**src/rtl/drvchk_pkg.sv**
```systemverilog
package drvchk_pkg;

  typedef enum logic [2:0] {
    ST_IDLE   = 3'd0,
    ST_LEAD   = 3'd1,
    ST_HIGH   = 3'd2,
    ST_LOW    = 3'd3,
    ST_LAG    = 3'd4,
    ST_SETTLE = 3'd5
  } seq_state_e;

  // Inverted command sense: a 0 sent means the channel was commanded on.
  function automatic logic short_hit(input logic sent, input logic seen);
    return (~sent) & seen;
  endfunction

  function automatic logic open_hit(input logic sent, input logic seen);
    return sent & (~seen);
  endfunction

  function automatic int max3(input int a, input int b, input int c);
    int m;
    m = (a > b) ? a : b;
    return (m > c) ? m : c;
  endfunction

  // Chip enable is asserted in every state that belongs to a transfer.
  function automatic logic in_transfer(input seq_state_e s);
    return (s == ST_LEAD) || (s == ST_HIGH) || (s == ST_LOW) || (s == ST_LAG);
  endfunction

endpackage

```
**src/rtl/drvchk_pace.sv**
```systemverilog
module drvchk_pace #(
  parameter int CNT_W = 8
) (
  input  logic             clk_i,
  input  logic             rst_n_i,
  input  logic             load_i,
  input  logic [CNT_W-1:0] val_i,
  output logic             zero_o
);

  logic [CNT_W-1:0] cnt_q;

  always_ff @(posedge clk_i or negedge rst_n_i) begin
    if (!rst_n_i) begin
      cnt_q <= '0;
    end else if (load_i) begin
      cnt_q <= val_i;
    end else if (cnt_q != '0) begin
      cnt_q <= cnt_q - 1'b1;
    end
  end

  assign zero_o = (cnt_q == '0);

endmodule

```
**src/rtl/drvchk_shift.sv**
```systemverilog
module drvchk_shift #(
  parameter int NCH = 8
) (
  input  logic           clk_i,
  input  logic           rst_n_i,
  input  logic           load_i,
  input  logic [NCH-1:0] data_i,
  input  logic           adv_i,
  input  logic           cap_i,
  input  logic           so_i,
  output logic           si_o,
  output logic [NCH-1:0] rx_o
);

  logic [NCH-1:0] tx_q;
  logic [NCH-1:0] rx_q;

  // The transmit register idles at all ones so that the line rests at "off".
  always_ff @(posedge clk_i or negedge rst_n_i) begin
    if (!rst_n_i) begin
      tx_q <= '1;
    end else if (load_i) begin
      tx_q <= data_i;
    end else if (adv_i) begin
      tx_q <= {tx_q[NCH-2:0], 1'b1};
    end
  end

  // The first bit received is the highest channel, so it ends up at the top.
  always_ff @(posedge clk_i or negedge rst_n_i) begin
    if (!rst_n_i) begin
      rx_q <= '0;
    end else if (cap_i) begin
      rx_q <= {rx_q[NCH-2:0], so_i};
    end
  end

  assign si_o = tx_q[NCH-1];
  assign rx_o = rx_q;

endmodule

```
**src/rtl/drvchk_decode.sv**
```systemverilog
module drvchk_decode
  import drvchk_pkg::*;
#(
  parameter int NCH = 8
) (
  input  logic [NCH-1:0] sent_i,
  input  logic [NCH-1:0] seen_i,
  output logic [NCH-1:0] short_o,
  output logic [NCH-1:0] open_o
);

  for (genvar c = 0; c < NCH; c++) begin : g_ch
    assign short_o[c] = short_hit(sent_i[c], seen_i[c]);
    assign open_o[c]  = open_hit(sent_i[c], seen_i[c]);
  end

endmodule

```
**src/rtl/drvchk_host.sv**
```systemverilog
module drvchk_host
  import drvchk_pkg::*;
#(
  parameter int NCH        = 8,
  parameter int HALF_CYC   = 32,
  parameter int LEAD_CYC   = 32,
  parameter int SETTLE_CYC = 20000
) (
  input  logic           clk_i,
  input  logic           rst_n_i,
  input  logic           start_i,
  input  logic [NCH-1:0] ctrl_i,
  output logic           busy_o,
  output logic           done_o,
  output logic [NCH-1:0] short_o,
  output logic [NCH-1:0] open_o,
  output logic           ce_n_o,
  output logic           sclk_o,
  output logic           si_o,
  input  logic           so_i
);

  localparam int LONGEST = max3(HALF_CYC, LEAD_CYC, SETTLE_CYC);
  localparam int CNT_W   = $clog2(LONGEST + 1);
  localparam int BIT_W   = (NCH > 1) ? $clog2(NCH) : 1;
  localparam logic [BIT_W-1:0] LAST_BIT = BIT_W'(NCH - 1);

  seq_state_e       state_q, state_d;
  logic             pass_q;
  logic [BIT_W-1:0] bit_q;
  logic [NCH-1:0]   byte_q;
  logic [NCH-1:0]   short_q, open_q;
  logic             done_q, ce_n_q, sclk_q;

  // Named internal events.
  logic             timer_zero;
  logic             phase_end;
  logic             accept_start;
  logic             sample_so;
  logic             next_bit;
  logic             relaunch;
  logic             finish;
  logic             enter_state;
  logic [CNT_W-1:0] phase_len;
  logic [NCH-1:0]   rx_byte;
  logic [NCH-1:0]   short_new, open_new;

  function automatic logic [CNT_W-1:0] span_of(input seq_state_e s);
    case (s)
      ST_LEAD, ST_LAG:  span_of = CNT_W'(LEAD_CYC - 1);
      ST_HIGH, ST_LOW:  span_of = CNT_W'(HALF_CYC - 1);
      ST_SETTLE:        span_of = CNT_W'(SETTLE_CYC - 1);
      default:          span_of = '0;
    endcase
  endfunction

  assign phase_end    = (state_q != ST_IDLE) && timer_zero;
  assign accept_start = (state_q == ST_IDLE) && start_i;
  assign sample_so    = phase_end && (state_q == ST_HIGH);
  assign next_bit     = phase_end && (state_q == ST_LOW) && (bit_q != LAST_BIT);
  assign relaunch     = phase_end && (state_q == ST_SETTLE);
  assign finish       = phase_end && (state_q == ST_LAG) && pass_q;

  always_comb begin
    state_d = state_q;
    case (state_q)
      ST_IDLE:   if (start_i)   state_d = ST_LEAD;
      ST_LEAD:   if (timer_zero) state_d = ST_HIGH;
      ST_HIGH:   if (timer_zero) state_d = ST_LOW;
      ST_LOW:    if (timer_zero) state_d = (bit_q == LAST_BIT) ? ST_LAG : ST_HIGH;
      ST_LAG:    if (timer_zero) state_d = pass_q ? ST_IDLE : ST_SETTLE;
      ST_SETTLE: if (timer_zero) state_d = ST_LEAD;
      default:                   state_d = ST_IDLE;
    endcase
  end

  assign enter_state = (state_d != state_q);
  assign phase_len   = span_of(state_d);

  drvchk_pace #(.CNT_W(CNT_W)) u_pace (
    .clk_i   (clk_i),
    .rst_n_i (rst_n_i),
    .load_i  (enter_state),
    .val_i   (phase_len),
    .zero_o  (timer_zero)
  );

  drvchk_shift #(.NCH(NCH)) u_shift (
    .clk_i   (clk_i),
    .rst_n_i (rst_n_i),
    .load_i  (accept_start || relaunch),
    .data_i  (accept_start ? ctrl_i : byte_q),
    .adv_i   (next_bit),
    .cap_i   (sample_so),
    .so_i    (so_i),
    .si_o    (si_o),
    .rx_o    (rx_byte)
  );

  drvchk_decode #(.NCH(NCH)) u_decode (
    .sent_i  (byte_q),
    .seen_i  (rx_byte),
    .short_o (short_new),
    .open_o  (open_new)
  );

  always_ff @(posedge clk_i or negedge rst_n_i) begin
    if (!rst_n_i) begin
      state_q <= ST_IDLE;
      pass_q  <= 1'b0;
      bit_q   <= '0;
      byte_q  <= '1;
    end else begin
      state_q <= state_d;
      if (accept_start) begin
        byte_q <= ctrl_i;
        pass_q <= 1'b0;
        bit_q  <= '0;
      end else if (relaunch) begin
        pass_q <= 1'b1;
        bit_q  <= '0;
      end else if (next_bit) begin
        bit_q  <= bit_q + 1'b1;
      end
    end
  end

  // The pins are registered from the next state so that they cannot glitch.
  always_ff @(posedge clk_i or negedge rst_n_i) begin
    if (!rst_n_i) begin
      ce_n_q <= 1'b1;
      sclk_q <= 1'b0;
    end else begin
      ce_n_q <= ~in_transfer(state_d);
      sclk_q <= (state_d == ST_HIGH);
    end
  end

  always_ff @(posedge clk_i or negedge rst_n_i) begin
    if (!rst_n_i) begin
      short_q <= '0;
      open_q  <= '0;
      done_q  <= 1'b0;
    end else begin
      done_q <= finish;
      if (finish) begin
        short_q <= short_new;
        open_q  <= open_new;
      end
    end
  end

  assign busy_o  = (state_q != ST_IDLE);
  assign done_o  = done_q;
  assign short_o = short_q;
  assign open_o  = open_q;
  assign ce_n_o  = ce_n_q;
  assign sclk_o  = sclk_q;

endmodule

```
**config.mk**
```make
export PLATFORM = sky130hd
export DESIGN_NAME = drvchk_host
export DESIGN_NICKNAME = d
export VERILOG_FILES = /design/src/rtl/drvchk_pkg.sv /design/src/rtl/drvchk_pace.sv /design/src/rtl/drvchk_shift.sv /design/src/rtl/drvchk_decode.sv /design/src/rtl/drvchk_host.sv
export SDC_FILE = /design/constraint.sdc
export NUM_CORES = 1
export LEC_CHECK = 0
export ABC_AREA = 1
export BUFFER_PORTS_ARGS = -buffer_cell sky130_fd_sc_hd__buf_2
export CAP_MARGIN = 5
export CELL_PAD_IN_SITES_DETAIL_PLACEMENT = 1
export CELL_PAD_IN_SITES_GLOBAL_PLACEMENT = 2
export CORE_ASPECT_RATIO = 0.75
export CORE_MARGIN = 2
export CORE_UTILIZATION = 35
export DETAILED_ROUTE_END_ITERATION = 8
export PLACE_DENSITY_LB_ADDON = 0.1
export SLEW_MARGIN = 10
export SYNTH_ARGS = -nofsm -noshare
export SYNTH_HDL_FRONTEND = slang
export SYNTH_HIERARCHICAL = 1
export SYNTH_SLANG_ARGS = --single-unit
```
**constraint.sdc**
```tcl
create_clock -name clk_i -period 3.06 [get_ports clk_i]
set_clock_uncertainty 0.2 [all_clocks]
set_input_delay 0.153 -clock clk_i [delete_from_list [all_inputs] [get_ports clk_i]]
set_output_delay 0.153 -clock clk_i [all_outputs]
set_load 0.005 [all_outputs]
```
# Yosys cells after proc, flatten, opt, wreduce, memory -nomap -nowiden
# Cells that the tools add are included.
# op_classes
mux,20
n_eq_ne,13
bitwise,33
addsub,2
n_reduce_logical,21
# op_table
cell,count
3-bit 2-to-1 mux,11
15-bit 2-to-1 mux,2
15-bit one-hot mux with 2 select lines,1
8-bit 2-to-1 mux,3
3-bit one-hot mux with 6 select lines,1
1-bit inverter,17
1-bit AND,16
3-bit == test (second input constant),5
15-bit zero test,1
15-bit nonzero test,1
15-bit by 1-bit subtractor with 15-bit output (second input constant),1
3-bit by 2-bit == test with 1-bit output (second input constant),4
1-bit logical AND,8
3-bit by 1-bit == test with 1-bit output (second input constant),2
2-bit nonzero test,3
3-bit nonzero test,2
1-bit logical OR,4
4-bit OR reduction,1
3-bit by 1-bit adder with 3-bit output (second input constant),1
3-bit zero test,1
3-bit != test,1
3-bit != test (second input constant),1
1-bit 2-to-1 mux,2
# totals
reg_bits,65
out_inout_bits,21
wordCells,101

# Depth between registers and ports, before layout
# depth
ltp_word,9
depth_mapped,21
depth_no_buf,19

# Modules after synthesis
# The synthesis kept the hierarchy.
# by_module_without_submodules
module,area_per_inst_um2,cells_per_inst,instances
drvchk_host,1696.6,185,1
drvchk_pace,1007.2,139,1
drvchk_shift,689.4,73,1
drvchk_decode,120.1,32,1

# Worst setup path before layout
# OpenSTA, ideal clock, no wires.
# synth_path
path_kind,register -> register
startpoint,register u_pace.cnt_q[0]
endpoint,register u_pace.cnt_q[9]
t_arrival_ns,2.429
n_path_buf,3
synth_period_minus_slack_ns,2.691
slack_ns,0.369
path_stages_with_launch,22
cell_sequence,dfrtp_1 > inv_1 > ha_1 > nand2_4 > nor2_8 > nand4_4 > inv_1 > buf_4 > inv_2 > nor2_1 > nand3_1 > nand2_2 > inv_1 > nand2_2 > nand2_1 > nand3_1 > buf_2 > clkbuf_1 > nand2_1 > nand2_1 > nand2_1 > inv_1
# synth_via
word_cells_on_any_way,20
classes_between,add/sub: 1; eq/ne: 6; mux: 9; reduce/logical: 4
# synth_lines
element,line,source
start: declaration,drvchk_pace.sv:11,logic [CNT_W-1:0] cnt_q;
start signal: assignment,drvchk_pace.sv:17,cnt_q <= val_i;
start signal: assignment,drvchk_pace.sv:19,cnt_q <= cnt_q - 1'b1;
15-bit zero test *,drvchk_pace.sv:23,assign zero_o = (cnt_q == '0);
named net timer_zero,drvchk_host.sv:36,logic timer_zero;
3-bit 2-to-1 mux (on tied branches),--,
3-bit one-hot mux with 6 select lines *,drvchk_host.sv:66,case (state_q)
named net state_d[0],drvchk_host.sv:28,"seq_state_e state_q, state_d;"
3-bit != test *,drvchk_host.sv:77,assign enter_state = (state_d != state_q);
named net enter_state,drvchk_host.sv:43,logic enter_state;
15-bit 2-to-1 mux or 2-bit nonzero test (tied branches),--,
# The timed path passes the listed nets; every way through them passes the cells marked *. The select of a mux whose other input is x is not followed.
# A chain may end at the register's enable or synchronous reset.

# Worst setup path after layout
# layout_path
startpoint,register u_pace.cnt_q[0]
endpoint,register u_pace.cnt_q[3]
# The elaborated chain is that of the path after synthesis.

==> results_dict.tcl <==
set metrics [dict create \
    status "finished, final reports clean" \
    cts_max_level 3 \
    fin_crit_sh_pct 93.1 \
    dr.pass1.iters 4 \
    cts.sinks 65 \
    fin_util_pct 44.0 \
    num_antenna_cells 0 \
    die_w_um 120 \
    yosysWarningCount 6 \
    arrival_ns 2.88 \
    die_area_um2 10900 \
    multiInputGateArea_um2 1570 \
    num_rows 31 \
    drc 0 \
    track_usage_pct 17.9 \
    syn_inst 429 \
    synth_most_common_cell "nand2_1" \
    antenna_found_initial 0 \
    io_buffers 32 \
    fin_crit_ns 2.85 \
    crit_family "simple AND/OR/NAND/NOR gates" \
    regArea_um2 1650 \
    drt_iter0_drc 137 \
    nFillCells 1209 \
    core_area_um2 9700 \
    placed_area_um2 3790 \
    drive_gt1_share_pct 25.1 \
    syn_area_um2 3510 \
    ir_drop_mv 0.295 \
    syn2layout_area_growth_pct 21.4 \
    fmax_mhz 351 \
    cp_data_required_time_ns 3.09 \
    synth_seq_cells 65 \
    yosysSeqAreaShare_pct 46.9 \
    fin_area_um2 4270 \
    numCtsBuffers 9 \
    die_h_um 90.8 \
    finalWorstSetupSlack_ns 0.211 \
    via_count 2857 \
    synth_edf_count 0 \
    netlist.area_leader.share_pct 34.2 \
    cap_violations 0 \
    cpMaxStageDelayCell "dfrtp_1" \
    postSynthAreaPerCell_um2 8.19 \
    drt_wl_total_um 8940 \
    ant_nets 0 \
    grt_pass1_wl_um 15000 \
    dp_slack_ns -0.0196 \
    cp_common_cell "nand2_1" \
    endpoint_kind "register" \
    yosysTopAreaCell "dfrtp_1" \
    cp_num_buf_inv 5 \
    overflow 0 \
    dp_hpwl_um 6470 \
    start_kind "register" \
    grt_max_degree 29 \
    grt_pass1_vias 2938 \
    nets 500 \
    wl_per_cell_um 14.4 \
    ys.flop_type "dfrtp_1" \
    async_reset_ff_share_pct 100 \
    synth.distinct_cells 34 \
    clock_path_buffers 2 \
    finalSetupViolations 0 \
    critPathMaxStageDelay_ns 0.40 \
    gp_congestion 0.853 \
    crit_fanout 7 \
    initial_core_util_pct 36.2 \
    power_density_nw_per_um2 481 \
    io_pins 33 \
    p_leak_nw 2.23 \
    slew_violations 0 \
    synth_area_leaders "dfrtp_1 34%, nand2_1 15%, dfstp_2 13%, inv_1 5.3%, nor2_1 4.4%" \
    worstSetupPathType "reg2reg" \
    insertion_delay_ns 0.33 \
    cts_tree "built" \
    hold_violations 0 \
    crit_chain "inv_1, ha_2, nand2_4, nor2_8, nand4_4, clkinvlp_4, inv_2, nand3_1, nand2_1, nor2_1, nand2_2, nand2_1, nand3_2, clkbuf_4, nand2_1, nand2_1, nand2_1, inv_1" \
    root_buffer "clkbuf_16" \
    vias_per_cell 4.59 \
    clk_pin_slew_ns 0.06 \
    ys_top_cells_by_count "141 x nand2_1, 50 x inv_1, 48 x dfrtp_1, 41 x nor2_1, 29 x nand3_1" \
    holdCritPathClass "in2async" \
]
area by class of cell:
class	count	share of cell area (%)
sequential	65	38.6
multi-input combinational	300	36.9
timing repair buffer	51	7.77
clock buffer	9	5.28
inverter	57	5.25
tap	132	3.87
clock inverter	7	2.20
timing repair inverter	1	0.117
placed cells by master, fill, tap and decap left out, types with 8 or more instances in the layout:
master | Yosys | final
a21oi_1 | 8 | 8
buf_2 | 1 | 32
clkbuf_16 | 0 | 9
dfrtp_1 | 48 | 48
dfstp_2 | 17 | 17
dlygate4sd3_1 | 0 | 10
inv_1 | 50 | 48
nand2_1 | 141 | 141
nand3_1 | 29 | 28
nor2_1 | 41 | 40
o21ai_0 | 16 | 15
o21ai_1 | 8 | 9
flip-flops by register name, summed over array words and instances (netlist names), 3 cells and up:
name / count
u_shift/rx_o: 8
u_pace/cnt_q: 15
open_o: 8
bit_q: 3
state_q: 3
byte_q: 8
short_o: 8
u_shift/tx_q: 8
routing by layer:
| metal | share of wire, % | track usage, % | vias up | wire length (µm) |
|---|---|---|---|---|
| li1 | - | - | 1434 | - |
| met1 | 55 | 27.5 | 1371 | 4960 |
| met2 | 40 | 24.4 | 48 | 3550 |
| met3 | 4.3 | 5.93 | 4 | 386 |
| met4 | 0.47 | 2.94 | 0 | 42 |
| met5 | 0 | 0 | - | 0 |
what timing repair did:
| item | CTS | global route |
|---|---|---|
| hold buffers | 10 | 0 |
| setup buffers | 0 | 2 |
| pin swaps | 0 | 1 |
| hold endpoints to repair | 33 | 0 |
| resized for setup | 1 | 9 |
| setup endpoints to repair | 5 | 14 |
| cloned | 0 | 2 |
power breakdown:
part	internal, mW	total (mW)	switching (mW)
combinational	0.0236	0.0596	0.0360
clock	0.713	1.12	0.405
sequential	0.867	0.873	0.00632
worst paths after layout:
kind / start / end / slack, ns / cells past startpoint
min in group clk_i: start_i / pass_q$_DFFE_PN0P_ / 0.16 / 4
min: rst_n_i / short_o[0]$_DFFE_PN0P_ / 0.1 / 2
max reg2reg: u_pace/cnt_q[0]$_DFFE_PN0P_ / u_pace/cnt_q[3]$_DFFE_PN0P_ / 0.21 / 18
min reg2reg: short_o[0]$_DFFE_PN0P_ / short_o[0]$_DFFE_PN0P_ / 0.26 / 2
max in group asynchronous: rst_n_i / ce_n_o$_DFF_PN1_ / 1.77 / 3
max: u_pace/cnt_q[0]$_DFFE_PN0P_ / u_pace/cnt_q[3]$_DFFE_PN0P_ / 0.21 / 18
kinds of logic (layout without fill, tap and decap cells):
group | Yosys count | in the layout | share of synthesized area (%)
buffers and inverters | 69 | 125 | 9.33
multiplexers | 8 | 8 | 3.31
XOR/XNOR | 6 | 6 | 1.50
flip-flops | 65 | 65 | 46.9
other | 1 | 6 | 0.107
AND/OR/NAND/NOR | 244 | 244 | 33.0
adder cells (fa/ha/maj) | 3 | 3 | 1.07
AO/OA/AOI/OAI | 33 | 33 | 4.74
metrics by stage:
| step | instances | TNS (ns) | power (mW) | hold WS (ns) |
|---|---|---|---|---|
| floorplan | 434 | 0 | 0.903 | -0.343 |
| global placement | 592 | 0 | 0.937 | -0.0814 |
| detailed placement | 592 | -0.0532 | 0.939 | -0.0775 |
| CTS | 618 | 0 | 2.08 | 0.0880 |
| global route | 622 | -0.0628 | 2.12 | 0.127 |
| finish | 622 | 0 | 2.05 | 0.0951 |
No activity file was read; power rests on OpenSTA's default activity.
